### src/rtl/dma_sync_pkg.sv
package dma_sync_pkg;
    typedef enum logic [1:0] {
        DIR_RD  = 2'b00,
        DIR_WR  = 2'b01,
        DIR_VFY = 2'b10
    } dir_e;

    typedef enum logic {
        PH_IDLE = 1'b0,
        PH_ACT  = 1'b1
    } phase_e;

    localparam logic [3:0] CODE_END     = 4'b0000;
    localparam logic [3:0] CODE_END_ERR = 4'b1010;
    localparam logic [3:0] CODE_MORE    = 4'b1001;
endpackage

### src/rtl/dma_sync_decode.sv
module dma_sync_decode
    import dma_sync_pkg::*;
(
    input  logic [3:0] code,
    output logic       is_ready,
    output logic       is_end,
    output logic       is_err
);
    always_comb begin
        is_end   = (code == CODE_END) || (code == CODE_END_ERR);
        is_err   = (code == CODE_END_ERR);
        is_ready = is_end || (code == CODE_MORE);
    end
endmodule

### src/rtl/dma_pad_lfsr.sv
module dma_pad_lfsr #(
    parameter int          W     = 16,
    parameter int          OUT_W = 8,
    parameter logic [15:0] TAPS  = 16'hB400
) (
    input  logic             clk,
    input  logic             rst_n,
    output logic [OUT_W-1:0] pad
);
    logic [W-1:0] lfsr_d, lfsr_q;

    always_comb begin
        lfsr_d = {1'b0, lfsr_q[W-1:1]};
        if (lfsr_q[0]) lfsr_d = lfsr_d ^ TAPS[W-1:0];
    end

    always_ff @(posedge clk or negedge rst_n) begin
        if (!rst_n) lfsr_q <= {{(W-1){1'b0}}, 1'b1};
        else        lfsr_q <= lfsr_d;
    end

    assign pad = lfsr_q[OUT_W-1:0];
endmodule

### src/rtl/lpc_dma_sync_term.sv
module lpc_dma_sync_term
    import dma_sync_pkg::*;
#(
    parameter int DW = 8
) (
    input  logic            clk,
    input  logic            rst_n,
    input  logic            hdr_valid,
    input  logic [1:0]      hdr_dir,
    input  logic            hdr_size16,
    input  logic            hdr_chan16,
    input  logic            byte_stb,
    input  logic [3:0]      sync_code,
    input  logic [DW-1:0]   byte_data,
    output logic            dreq_hold,
    output logic            xfer_done,
    output logic [1:0]      xfer_bytes,
    output logic            xfer_err_end,
    output logic            chan_err,
    output logic            mem_we,
    output logic [2*DW-1:0] mem_data
);
    localparam int WW = 2 * DW;

    typedef struct packed {
        phase_e          phase;
        logic            idx;
        dir_e            dir;
        logic            x16;
        logic            c16;
        logic [DW-1:0]   lo;
        logic            dreq;
        logic            done;
        logic [1:0]      nbytes;
        logic            derr;
        logic            cerr;
        logic            we;
        logic [WW-1:0]   wdata;
    } st_t;

    st_t st_d, st_q;

    logic          c_ready, c_end, c_err;
    logic [DW-1:0] pad;

    dma_sync_decode u_dec (
        .code     (sync_code),
        .is_ready (c_ready),
        .is_end   (c_end),
        .is_err   (c_err)
    );

    dma_pad_lfsr #(.W(16), .OUT_W(DW)) u_pad (
        .clk   (clk),
        .rst_n (rst_n),
        .pad   (pad)
    );

    logic fin;

    always_comb begin
        st_d      = st_q;
        st_d.done = 1'b0;
        st_d.we   = 1'b0;
        st_d.derr = 1'b0;
        st_d.cerr = 1'b0;
        fin       = c_end || st_q.idx || !st_q.x16;
        unique case (st_q.phase)
            PH_IDLE: begin
                if (hdr_valid) begin
                    st_d.phase = PH_ACT;
                    st_d.idx   = 1'b0;
                    st_d.dir   = dir_e'(hdr_dir);
                    st_d.x16   = hdr_size16;
                    st_d.c16   = hdr_chan16;
                    st_d.lo    = '0;
                    st_d.dreq  = 1'b1;
                end
            end
            PH_ACT: begin
                if (byte_stb && c_ready) begin
                    if (!fin) begin
                        st_d.idx = 1'b1;
                        st_d.lo  = byte_data;
                    end else begin
                        st_d.phase  = PH_IDLE;
                        st_d.done   = 1'b1;
                        st_d.nbytes = st_q.idx ? 2'd2 : 2'd1;
                        st_d.derr   = c_err;
                        st_d.cerr   = c_end && !st_q.idx && st_q.x16 && st_q.c16;
                        st_d.we     = (st_q.dir == DIR_WR);
                        if (c_end) st_d.dreq = 1'b0;
                        if (st_q.idx)      st_d.wdata = {byte_data, st_q.lo};
                        else if (st_q.x16) st_d.wdata = {pad, byte_data};
                        else               st_d.wdata = {{DW{1'b0}}, byte_data};
                    end
                end
            end
            default: st_d.phase = PH_IDLE;
        endcase
    end

    always_ff @(posedge clk or negedge rst_n) begin
        if (!rst_n) begin
            st_q       <= '0;
            st_q.phase <= PH_IDLE;
            st_q.dir   <= DIR_RD;
        end else begin
            st_q <= st_d;
        end
    end

    assign dreq_hold    = st_q.dreq;
    assign xfer_done    = st_q.done;
    assign xfer_bytes   = st_q.nbytes;
    assign xfer_err_end = st_q.derr;
    assign chan_err     = st_q.cerr;
    assign mem_we       = st_q.we;
    assign mem_data     = st_q.wdata;
endmodule

### config.mk
export PLATFORM = sky130hd
export DESIGN_NAME = lpc_dma_sync_term
export DESIGN_NICKNAME = d
export VERILOG_FILES = /design/src/rtl/dma_sync_pkg.sv /design/src/rtl/dma_sync_decode.sv /design/src/rtl/dma_pad_lfsr.sv /design/src/rtl/lpc_dma_sync_term.sv
export SDC_FILE = /design/constraint.sdc
export NUM_CORES = 1
export LEC_CHECK = 0
export CAP_MARGIN = 20
export CORE_ASPECT_RATIO = 0.5
export CORE_MARGIN = 4
export CORE_UTILIZATION = 51
export DETAILED_ROUTE_END_ITERATION = 7
export GPL_TIMING_DRIVEN = 0
export PLACE_DENSITY = 0.74
export SKIP_CTS_REPAIR_TIMING = 1
export SYNTH_ARGS = -nofsm -noshare
export SYNTH_HDL_FRONTEND = slang
export SYNTH_SLANG_ARGS = --single-unit
### constraint.sdc
create_clock -name clk -period 2.15 [get_ports clk]
set_input_delay 0.43 -clock clk [delete_from_list [all_inputs] [get_ports clk]]
set_output_delay 0.43 -clock clk [all_outputs]
set_load 0.05 [all_outputs]
### Word level (Yosys, flattened, before mapping)

Cells that the tools add are included.

* eq/ne operators: 8
* mux-type cells: 15
* bitwise logic cells: 2
* reduce and logical (&&, ||, !) cells: 15

Operators with widths (number)
* 16-bit 2-to-1 mux: 3
* 31-bit 2-to-1 mux: 1
* 23-bit 2-to-1 mux: 1
* 22-bit 2-to-1 mux: 1
* 9-bit one-hot mux with 2 select lines: 1
* 15-bit 2-to-1 mux: 1
* 4-bit == test, second input constant: 2
* 8-bit 2-to-1 mux: 1
* 2-bit by 1-bit != test with 1-bit output, second input constant: 3
* 3-bit AND reduction: 2
* 1-bit logical AND: 4
* 4-bit logical NOT: 1
* 1-bit logical OR: 4
* 2-bit 2-to-1 mux: 2
* 2-bit != test, second input constant: 2
* 3-bit inverter with 4-bit output: 1
* 2-bit one-hot mux with 2 select lines: 1
* 4-bit AND reduction: 1
* 1-bit 2-to-1 mux: 3
* 2-bit by 1-bit == test with 1-bit output, second input constant: 1
* 1-bit logical NOT: 2
* 2-bit AND reduction: 1
* 1-bit inverter: 1

* register bits after elaboration: 53
* bits of input ports: 20
* output and inout port bits: 23

### Longest topological paths before layout

Gate-level depths: netlist of the first run.

* depth in word-level cells: 8
* gate-level depth with buffers: 6
* gate-level depth less buffers: 4

### Cells and area by module

A second synthesis of the first run with hierarchy kept.

* cells, all modules: 182
* area total of the unflattened synthesis: 2296.0 um^2

Modules (own cells, without submodules)
* lpc_dma_sync_term: instances 1, cells an instance 149, area each 1761.7 um^2, sequential area each 925.9 um^2
* dma_pad_lfsr: instances 1, cells an instance 27, area each 488.0 um^2, sequential area each 401.6 um^2
* dma_sync_decode: instances 1, cells an instance 6, area each 46.3 um^2, sequential area each 0.0 um^2

### Worst setup path before layout of the first run

Ideal clock, no wire load.

* path kind: input-to-reg
* from: input port sync_code[0]
* to: register st_q (netlist bit mem_data[10])
* library setup time: 125 ps
* data arrival time: 1618 ps
* path slack: 407 ps
* stages on the path: 5
* cell sequence: xor2_1 > o21a_4 > nor4b_4 > buf_6 > mux2_4

* word-level cells in the longest chain between the ends: 5
* elaborated cells on any way between the ends: 9
* those cells by class: 2 x eq/ne; 7 x reduce/logical

Ends and longest elaborated chain
* start: declaration: RTL line lpc_dma_sync_term.sv:13 `input logic [3:0] sync_code,`
* 4-bit == test or 4-bit logical NOT (tied branches): RTL line dma_sync_decode.sv:10 `is_end = (code == CODE_END) || (code == CODE_END_ERR);`
* 1-bit logical OR: RTL line dma_sync_decode.sv:10
* 1-bit logical OR (on tied branches): RTL line lpc_dma_sync_term.sv:67, dma_sync_decode.sv:12
* 1-bit logical OR or 1-bit logical AND (tied branches): RTL line lpc_dma_sync_term.sv:67, lpc_dma_sync_term.sv:81
* 3-bit AND reduction (no line) (*)
* end signal: assignment: RTL line lpc_dma_sync_term.sv:109 `st_q <= st_d;`
* end: declaration: RTL line lpc_dma_sync_term.sv:41 `st_t st_d, st_q;`

Mark *: on every way between the ends. The rest lies on a longest branch, timed or not.
A chain may end at the register's enable or synchronous reset.

### Worst setup path after layout of the first run

* from: input port sync_code[2]
* to: register st_q (netlist bit mem_data[5])

The elaborated chain is that of the path after synthesis.

==> impl_metrics.env, run 1 <==
export IMPL_grt_start_max_net_pins=31
export IMPL_critPathSlowestCell="clkdlybuf4s50_1"
export IMPL_preCtsSetupSlack_ps=-308
export IMPL_max_stage_delay_ps=560
export IMPL_setup_worst_path_class="primary input to register"
export IMPL_io_buffers=42
export IMPL_fillers=283
export IMPL_dr_pass1_iters=4
export IMPL_final_area_sq_um=2890
export IMPL_cp_top_family="buffers and inverters"
export IMPL_yosysUniqueCellTypes=29
export IMPL_skew_ps=7.19
export IMPL_setup_viol=0
export IMPL_p_leak_nw=1.40
export IMPL_ir_drop_mv=0.661
export IMPL_synth_top_cell_by_area="dfrtp_1"
export IMPL_drv_slew=0
export IMPL_p_total_w=0.00384
export IMPL_critical_path_max_fanout=7
export IMPL_fmax_mhz=477
export IMPL_worstMarginPinSlew_ps=573
export IMPL_synth_top_cell_area_share_pct=57.3
export IMPL_cp_num_buf_inv=3
export IMPL_clock_sinks=53
export IMPL_synthFlopType="dfrtp_1"
export IMPL_clk_pin_slew_worst_paths_ps=100
export IMPL_drt_iter0_drc=33
export IMPL_maxCapViolations=0
export IMPL_synth_seq_cells=53
export IMPL_synth_area_leaders="dfrtp_1 (57%), mux2_4 (6.6%), buf_4 (6.0%)"
export IMPL_rr_startpoint="st_q[32]"
export IMPL_worstPathCellList="clkdlybuf4s50_1 > o31ai_2 > nor4b_4 > buf_4 > buf_6 > mux2_4"
export IMPL_dp_cells=273
export IMPL_fin_tns_setup_ps=0
export IMPL_hold_viol=0
export IMPL_synth_edf_count=0
export IMPL_r2r_slack_ps=240
export IMPL_antenna_found_initial=0
export IMPL_syn_nets=196
export IMPL_clk_latency_ps=310
export IMPL_fp_row_count=16
export IMPL_cts_tree="done"
export IMPL_core_sq_um=4080
export IMPL_final_nets=249
export IMPL_worstPathArrival_ps=2290
export IMPL_drive_gt1_share_pct=22.6
export IMPL_hold_path_class="primary input to async pin"
export IMPL_cts_made_buffers=5
export IMPL_p_per_area_nw_per_um2=1330
export IMPL_period_share_pct=97.6
export IMPL_max_slew_margin_pct=61.8
export IMPL_grt_pass1_vias=1410
export IMPL_initial_core_util_pct=55.6
export IMPL_final_cells=284
export IMPL_postRouteAntennaNets=0
export IMPL_r2r_end="mem_data[5]"
export IMPL_final_common_cell="dfrtp_1"
export IMPL_h_tree_depth=2
export IMPL_cts_root_buf="clkbuf_8"
export IMPL_dieArea_sq_um=5650
export IMPL_grt_usage_pct=16.6
export IMPL_avgSynthCellArea_sq_um=12.9
export IMPL_fin_ws_ps=52.2
export IMPL_drc=0
export IMPL_post_drt_wl_per_cell_um=15.1
export IMPL_diodes=0
export IMPL_outcome="finished, final reports clean"
export IMPL_synth_area_sq_um=2270
export IMPL_period_needed_ps=2100
export IMPL_via_count=1408
export IMPL_synth_seq_area_share_pct=58.5
export IMPL_async_flop_share_pct=100
export IMPL_required_ps=2340
export IMPL_synthCells=176
export IMPL_end_kind="register"
export IMPL_detail_route_vias_per_cell=4.96
export IMPL_fp_dieW_um=102
export IMPL_gp_congestion=0.727
export IMPL_grt_pass1_wl_mm=6.93
export IMPL_ios=43
export IMPL_critPathLaunchType="primary input"
export IMPL_final_cell_mix="dfrtp_1 (52), clkdlybuf4s50_1 (38), nand2_1 (21)"
export IMPL_ys_warn_count=0
export IMPL_area_delta_synth_final_pct=27.2
export IMPL_drt_total_wl_mm=4.30
export IMPL_clockBufferDepth=2
export IMPL_placed_cell_area_sq_um=2770
export IMPL_gr_total_overflow=0
export IMPL_die_h_um=55.2
export IMPL_detailed_place_hpwl_mm=3.01
export IMPL_reg2reg_depth=7
through the flow:
| step | hold WS, ps | util [%] |
|---|---|---|
| after floorplan | 134 | - |
| after global placement | 335 | 67.5 |
| after detailed placement | 340 | 67.9 |
| after CTS | 122 | 69.9 |
| after global routing | 149 | 70.7 |
| final | 102 | 70.7 |
worst register-to-register path: cells and delay by family (launching register included):
family / cells / cell delay, ps
AND/OR/NAND/NOR: 2 / 520
buffers and inverters: 3 / 480
flip-flops: 1 / 400
multiplexers: 1 / 300
AO/OA/AOI/OAI: 1 / 100
area by class of cell:
cell class / count / area (sq um) / area share [%]
buffer: 26 / 183 / 6.33
clock buffer: 7 / 76.3 / 2.64
clock inverter: 1 / 7.51 / 0.260
inverter: 9 / 33.8 / 1.17
multi-input combinational: 88 / 726 / 25.1
sequential: 53 / 1330 / 46.0
tap: 54 / 67.6 / 2.34
timing repair buffer: 46 / 465 / 16.1
report_power, final:
group          internal [W]  switching, W  leakage, nW
logic              0.000829       0.00102        0.668
clock network      0.000231      0.000325       0.0385
registers           0.00128      0.000150        0.693
total               0.00234       0.00150         1.40
cells in the mapped netlist, drive strengths merged, types with 2 or more instances:
master and count:
a22o 7, mux2 21, mux2i 9, clkbuf 3
xor2 5, nand2 21, nor2 2, o21ai 9
nor4 3, inv 9, dfrtp 52, buf 23
state kept, by name, summed over array words and instances (netlist names):
name          count
xfer_done         1
xfer_bytes        2
st_q             14
mem_we            1
dreq_hold         1
chan_err          1
xfer_err_end      1
mem_data         16
u_pad.lfsr_q     16
per-layer routing:
metal  share of wire, %  GRT usage, %  vias up
li1                   -             -      680
met1                 48          22.3      701
met2                 46          27.3       23
met3                4.9          5.26        4
met4               0.72          3.27        0
met5                  0             0        -
kinds of logic (layout without fill, tap and decap cells):
family	count (synthesis)	in the layout	share of synthesized area, %
AND/OR/NAND/NOR	33	33	7.39
XOR/XNOR	5	5	1.93
AO/OA/AOI/OAI	20	20	6.62
multiplexers	30	30	16.0
flip-flops	53	53	58.5
buffers and inverters	35	89	9.54
worst max-delay path by stage:
stage | start | end | slack, ps | depth (start not counted)
2_1_floorplan | sync_code[0] | mem_data[10] | 410 | 5
3_3_place_gp | rst_n | mem_data[9] | -890 | 1
3_5_place_dp | sync_code[1] | mem_data[15] | -310 | 6
4_1_cts | sync_code[1] | mem_data[5] | 10 | 6
5_1_grt | sync_code[2] | mem_data[7] | -20 | 6
6_report | sync_code[2] | mem_data[5] | 50 | 6
No activity file was read; power rests on OpenSTA's default activity.
==> inputs of run 2 (changes only) <==
--- a/config.mk
+++ b/config.mk
@@ -10,7 +10,7 @@
 export CORE_MARGIN = 4
 export CORE_UTILIZATION = 51
 export DETAILED_ROUTE_END_ITERATION = 7
-export GPL_TIMING_DRIVEN = 0
+export GPL_TIMING_DRIVEN = 1
 export PLACE_DENSITY = 0.74
 export SKIP_CTS_REPAIR_TIMING = 1
 export SYNTH_ARGS = -nofsm -noshare
==> impl_metrics.env, run 2 (synthesis gave the netlist of run 1 again) <==
export IMPL_cts_tree="done"
export IMPL_fin_tns_setup_ps=0
export IMPL_final_area_sq_um=2830
export IMPL_worstMarginPinSlew_ps=657
export IMPL_outcome="finished, final reports clean"
export IMPL_gp_congestion=0.942
export IMPL_grt_pass1_vias=1420
export IMPL_cts_root_buf="clkbuf_8"
export IMPL_ir_drop_mv=0.654
export IMPL_io_buffers=42
export IMPL_holdWs_ps=150
export IMPL_grt_start_max_net_pins=31
export IMPL_clock_sinks=53
export IMPL_critPathSlowestCell="clkdlybuf4s50_1"
export IMPL_clk_pin_slew_worst_paths_ps=90
export IMPL_clockBufferDepth=2
export IMPL_drv_slew=0
export IMPL_skew_ps=3.13
export IMPL_max_stage_delay_ps=510
export IMPL_via_count=1355
export IMPL_final_cell_mix="dfrtp_1 (52), clkdlybuf4s50_1 (39), nand2_1 (21)"
export IMPL_final_common_cell="dfrtp_1"
export IMPL_cts_made_buffers=5
export IMPL_placed_cell_area_sq_um=2700
export IMPL_fillers=304
export IMPL_drt_total_wl_mm=4.19
export IMPL_gr_total_overflow=0
export IMPL_h_tree_depth=2
export IMPL_detailed_place_hpwl_mm=3.03
export IMPL_rsz0062_at_grt="false"
export IMPL_final_nets=237
export IMPL_post_route_util_pct=69.2
export IMPL_fp_dieW_um=102
export IMPL_dr_pass1_iters=4
export IMPL_end_kind="register"
export IMPL_post_drt_wl_per_cell_um=15.4
export IMPL_max_slew_margin_pct=56.2
export IMPL_worstPathCellList="clkdlybuf4s50_1 > xor2_1 > o21a_4 > nor4b_4 > buf_6 > mux2_2"
export IMPL_fmax_mhz=482
export IMPL_hold_viol=0
export IMPL_drive_gt1_share_pct=21.6
export IMPL_detail_route_vias_per_cell=4.98
export IMPL_core_sq_um=4080
export IMPL_critPathLaunchType="primary input"
export IMPL_ios=43
export IMPL_grt_usage_pct=16.7
export IMPL_area_delta_synth_final_pct=24.5
export IMPL_diodes=0
export IMPL_final_cells=272
export IMPL_grt_pass1_wl_mm=6.89
export IMPL_setup_viol=0
export IMPL_fp_row_count=16
export IMPL_postRouteAntennaNets=0
export IMPL_maxCapViolations=0
export IMPL_antenna_found_initial=0
export IMPL_hold_path_class="primary input to async pin"
export IMPL_period_share_pct=96.5
export IMPL_drc=0
export IMPL_drt_iter0_drc=51
export IMPL_dp_cells=262
export IMPL_dieArea_sq_um=5650
export IMPL_initial_core_util_pct=55.6
export IMPL_setup_worst_path_class="primary input to register"
export IMPL_period_needed_ps=2080
export IMPL_critical_path_max_fanout=11
export IMPL_worstPathArrival_ps=2270
export IMPL_p_leak_nw=1.35
export IMPL_clk_latency_ps=300
export IMPL_die_h_um=55.2
export IMPL_required_ps=2340
export IMPL_p_per_area_nw_per_um2=1310
-- run 2: cell types whose count changed in the layout (fill, tap and decap cells not counted), sizes merged --
cell,before,now
clkinvlp,1,0
clkinv,0,1
clkbuf,11,7
buf,27,19
dlymetal6s2s,3,2
clkdlybuf4s50,38,39
-- run 2: worst max-delay path, delay by kind of cell --
| family | cells | cell delay [ps] |
|---|---|---|
| AOI/OAI and AO/OA | 1 | 220 |
| and+or+nand+nor | 1 | 320 |
| buffers and inverters | 2 | 740 |
| muxes | 1 | 340 |
| xor gates and xnor gates | 1 | 210 |
-- run 2: path summary, 6_finish.rpt --
path	endpoint	depth (start not counted)	start	slack, ps
min in group clk	u_pad.lfsr_q[11]	0	u_pad.lfsr_q[12]	360
max in group asynchronous	u_pad.lfsr_q[6]	2	rst_n	1280
worst min register to register	u_pad.lfsr_q[11]	0	u_pad.lfsr_q[12]	360
worst max register to register	mem_data[0]	5	st_q[32]	500
worst min-delay path	xfer_bytes[1]	1	rst_n	150
worst max-delay path	mem_data[0]	6	sync_code[0]	70
-- run 2: routing by layer --
metal / vias up / wire (um) / track usage [%]
met5: - / 0 / 0
met2: 24 / 1960 / 27.6
met3: 4 / 176 / 4.88
li1: 650 / - / -
met1: 677 / 2040 / 22.4
met4: 0 / 16 / 3.27
-- run 2: area by class of cell --
class / count / area (sq um) / share of cell area [%]
clock buffer: 7 / 96.3 / 3.41
clock inverter: 1 / 5.00 / 0.177
inverter: 9 / 33.8 / 1.20
multi-input combinational: 88 / 732 / 25.9
sequential: 53 / 1330 / 47.0
tap: 54 / 67.6 / 2.39
timing repair buffer: 60 / 563 / 19.9
-- run 2: power breakdown --
part	switching (W)	internal, W
combinational	0.000984	0.000677
sequential	0.000153	0.00128
clock	0.000305	0.000291
total	0.00144	0.00225
-- run 2: metrics by stage --
step | total power (W) | setup WS, ps
after floorplan | 0.00278 | 407
after global placement | 0.00308 | -176
after global routing | 0.00390 | 47.0
after CTS | 0.00371 | 42.2
final | 0.00370 | 74.5
after detailed placement | 0.00312 | -280
==> inputs of run 3 (changes only) <==
--- a/config.mk
+++ b/config.mk
@@ -5,6 +5,7 @@
 export SDC_FILE = /design/constraint.sdc
 export NUM_CORES = 1
 export LEC_CHECK = 0
+export ABC_AREA = 1
 export CAP_MARGIN = 20
 export CORE_ASPECT_RATIO = 0.5
 export CORE_MARGIN = 4
@@ -16,3 +17,4 @@
 export SYNTH_ARGS = -nofsm -noshare
 export SYNTH_HDL_FRONTEND = slang
 export SYNTH_SLANG_ARGS = --single-unit
+export TNS_END_PERCENT = 100
==> impl_metrics.env, run 3 <==
export IMPL_fp_dieW_um=103
export IMPL_reg2reg_depth=6
export IMPL_drv_slew=0
export IMPL_hold_path_class="primary input to async pin"
export IMPL_dr_pass1_iters=4
export IMPL_skew_ps=3.97
export IMPL_postRouteAntennaNets=0
export IMPL_drt_iter0_drc=80
export IMPL_via_count=1599
export IMPL_final_cell_mix="nand2_1 (86), dfrtp_1 (52), clkdlybuf4s50_1 (41)"
export IMPL_p_leak_nw=1.37
export IMPL_critPathLaunchType="register"
export IMPL_fp_row_count=17
export IMPL_yosysUniqueCellTypes=25
export IMPL_synth_seq_cells=53
export IMPL_setup_worst_path_class="register to output pin"
export IMPL_worstPathArrival_ps=1480
export IMPL_fin_tns_setup_ps=0
export IMPL_drive_gt1_share_pct=13.7
export IMPL_period_share_pct=89.0
export IMPL_cts_root_buf="clkbuf_8"
export IMPL_final_nets=282
export IMPL_ys_warn_count=0
export IMPL_drt_total_wl_mm=4.45
export IMPL_worstPathCellList="clkdlybuf4s50_1"
export IMPL_cts_tree="done"
export IMPL_ios=43
export IMPL_cp_top_family="buffers and inverters"
export IMPL_period_needed_ps=1910
export IMPL_p_per_area_nw_per_um2=1350
export IMPL_initial_core_util_pct=52.7
export IMPL_synth_area_leaders="dfrtp_1 (56%), nand2_1 (14%), buf_4 (6.1%)"
export IMPL_cp_num_buf_inv=1
export IMPL_critical_path_max_fanout=2
export IMPL_core_sq_um=4400
export IMPL_rr_startpoint="st_q[35]"
export IMPL_antenna_found_initial=0
export IMPL_clk_latency_ps=300
export IMPL_synth_top_cell_by_area="dfrtp_1"
export IMPL_r2r_slack_ps=610
export IMPL_h_tree_depth=2
export IMPL_cts_made_buffers=5
export IMPL_grt_usage_pct=16.9
export IMPL_io_buffers=42
export IMPL_synthFlopType="dfrtp_1"
export IMPL_synth_seq_area_share_pct=57.2
export IMPL_drc=0
export IMPL_maxCapViolations=0
export IMPL_end_kind="output pin"
export IMPL_dieArea_sq_um=5760
export IMPL_detailed_place_hpwl_mm=3.20
export IMPL_max_slew_margin_pct=65.6
export IMPL_post_drt_wl_per_cell_um=13.9
export IMPL_gr_total_overflow=0
export IMPL_grt_pass1_wl_mm=7.62
export IMPL_setup_viol=0
export IMPL_diodes=0
export IMPL_outcome="finished, final reports clean"
export IMPL_synth_edf_count=0
export IMPL_final_common_cell="nand2_1"
export IMPL_post_route_util_pct=62.9
export IMPL_async_flop_share_pct=100
export IMPL_hold_viol=0
export IMPL_clk_pin_slew_worst_paths_ps=90
export IMPL_p_total_w=0.00374
export IMPL_max_stage_delay_ps=810
export IMPL_die_h_um=55.7
export IMPL_r2r_end="mem_data[9]"
export IMPL_synth_top_cell_area_share_pct=56.1
export IMPL_yosysMostFrequentCell="nand2_1"
export IMPL_detail_route_vias_per_cell=5.00
export IMPL_synth_area_sq_um=2320
export IMPL_rsz0062_at_grt="false"
export IMPL_worstMarginPinSlew_ps=515
export IMPL_gp_congestion=0.880
export IMPL_required_ps=1720
export IMPL_critPathSlowestCell="clkdlybuf4s50_1"
export IMPL_holdWs_ps=88.0
export IMPL_synthCells=234
export IMPL_fmax_mhz=522
export IMPL_clockBufferDepth=2
export IMPL_syn_nets=254
export IMPL_clock_sinks=53
export IMPL_grt_pass1_vias=1580
export IMPL_ir_drop_mv=0.492
export IMPL_grt_start_max_net_pins=33
export IMPL_area_delta_synth_final_pct=19.5
export IMPL_synth_common_cells="nand2_1 (86), dfrtp_1 (52), buf_4 (19), nand3_2 (9), o21ai_1 (9)"
export IMPL_avgSynthCellArea_sq_um=9.91
## run 3: changes by cell type after synthesis, moves of 8 or more
| cell | delta |
|---|---|
| a22oi_1 | +8 |
| o21ai_1 | +9 |
| mux2_4 | -10 |
| nand4_1 | +8 |
| nand3_2 | +9 |
| mux2i_1 | -9 |
| nand2_1 | +65 |
## run 3: per-stage QoR
step                      cells  setup WS, ps  area [sq um]
after global routing        320           182          2770
final                       320           236          2770
after CTS                   320           218          2770
after floorplan             234           863          2320
after global placement      312           231          2660
after detailed placement    312           205          2660
## run 3: logic make-up after synthesis
group	count (synthesis)	share of synthesized area (%)
buffers and inverters	38	10.9
AOI/OAI and AO/OA	21	5.72
xor gates and xnor gates	3	1.13
DFF	53	57.2
and+or+nand+nor	119	25.0
## run 3: where the power goes
group          internal [W]  switching [W]  total (W)
combinational      0.000541        0.00106    0.00161
clock              0.000380       0.000309   0.000689
sequential          0.00127       0.000184    0.00145
total               0.00219        0.00156    0.00374
## run 3: cell type report
cell class / instances / area (sq um)
Clock buffer: 7 / 86.3
Multi-Input combinational cell: 143 / 739
Inverter: 11 / 43.8
Clock inverter: 1 / 30.0
Tap cell: 57 / 71.3
Timing Repair Buffer: 48 / 473
Sequential cell: 53 / 1330
Fill cell: 368 / 1630
## run 3: per-layer routing
metal	up-vias	track usage (%)	routed length, um
met5	-	0	0
met4	0	5.17	39
met3	4	4.01	266
met2	47	25.8	2060
met1	766	24.0	2080
li1	782	-	-
## run 3: how the worst max path moves through the flow
stage	from	to	slack [ps]	cells past startpoint
final	mem_data[1]	mem_data[1]	240	1
after detailed placement	sync_code[0]	st_q[30]	210	8
after global routing	mem_data[15]	mem_data[15]	180	1
after floorplan	sync_code[3]	mem_data[0]	860	9
after CTS	mem_data[15]	mem_data[15]	220	1
after global placement	sync_code[0]	st_q[30]	230	8
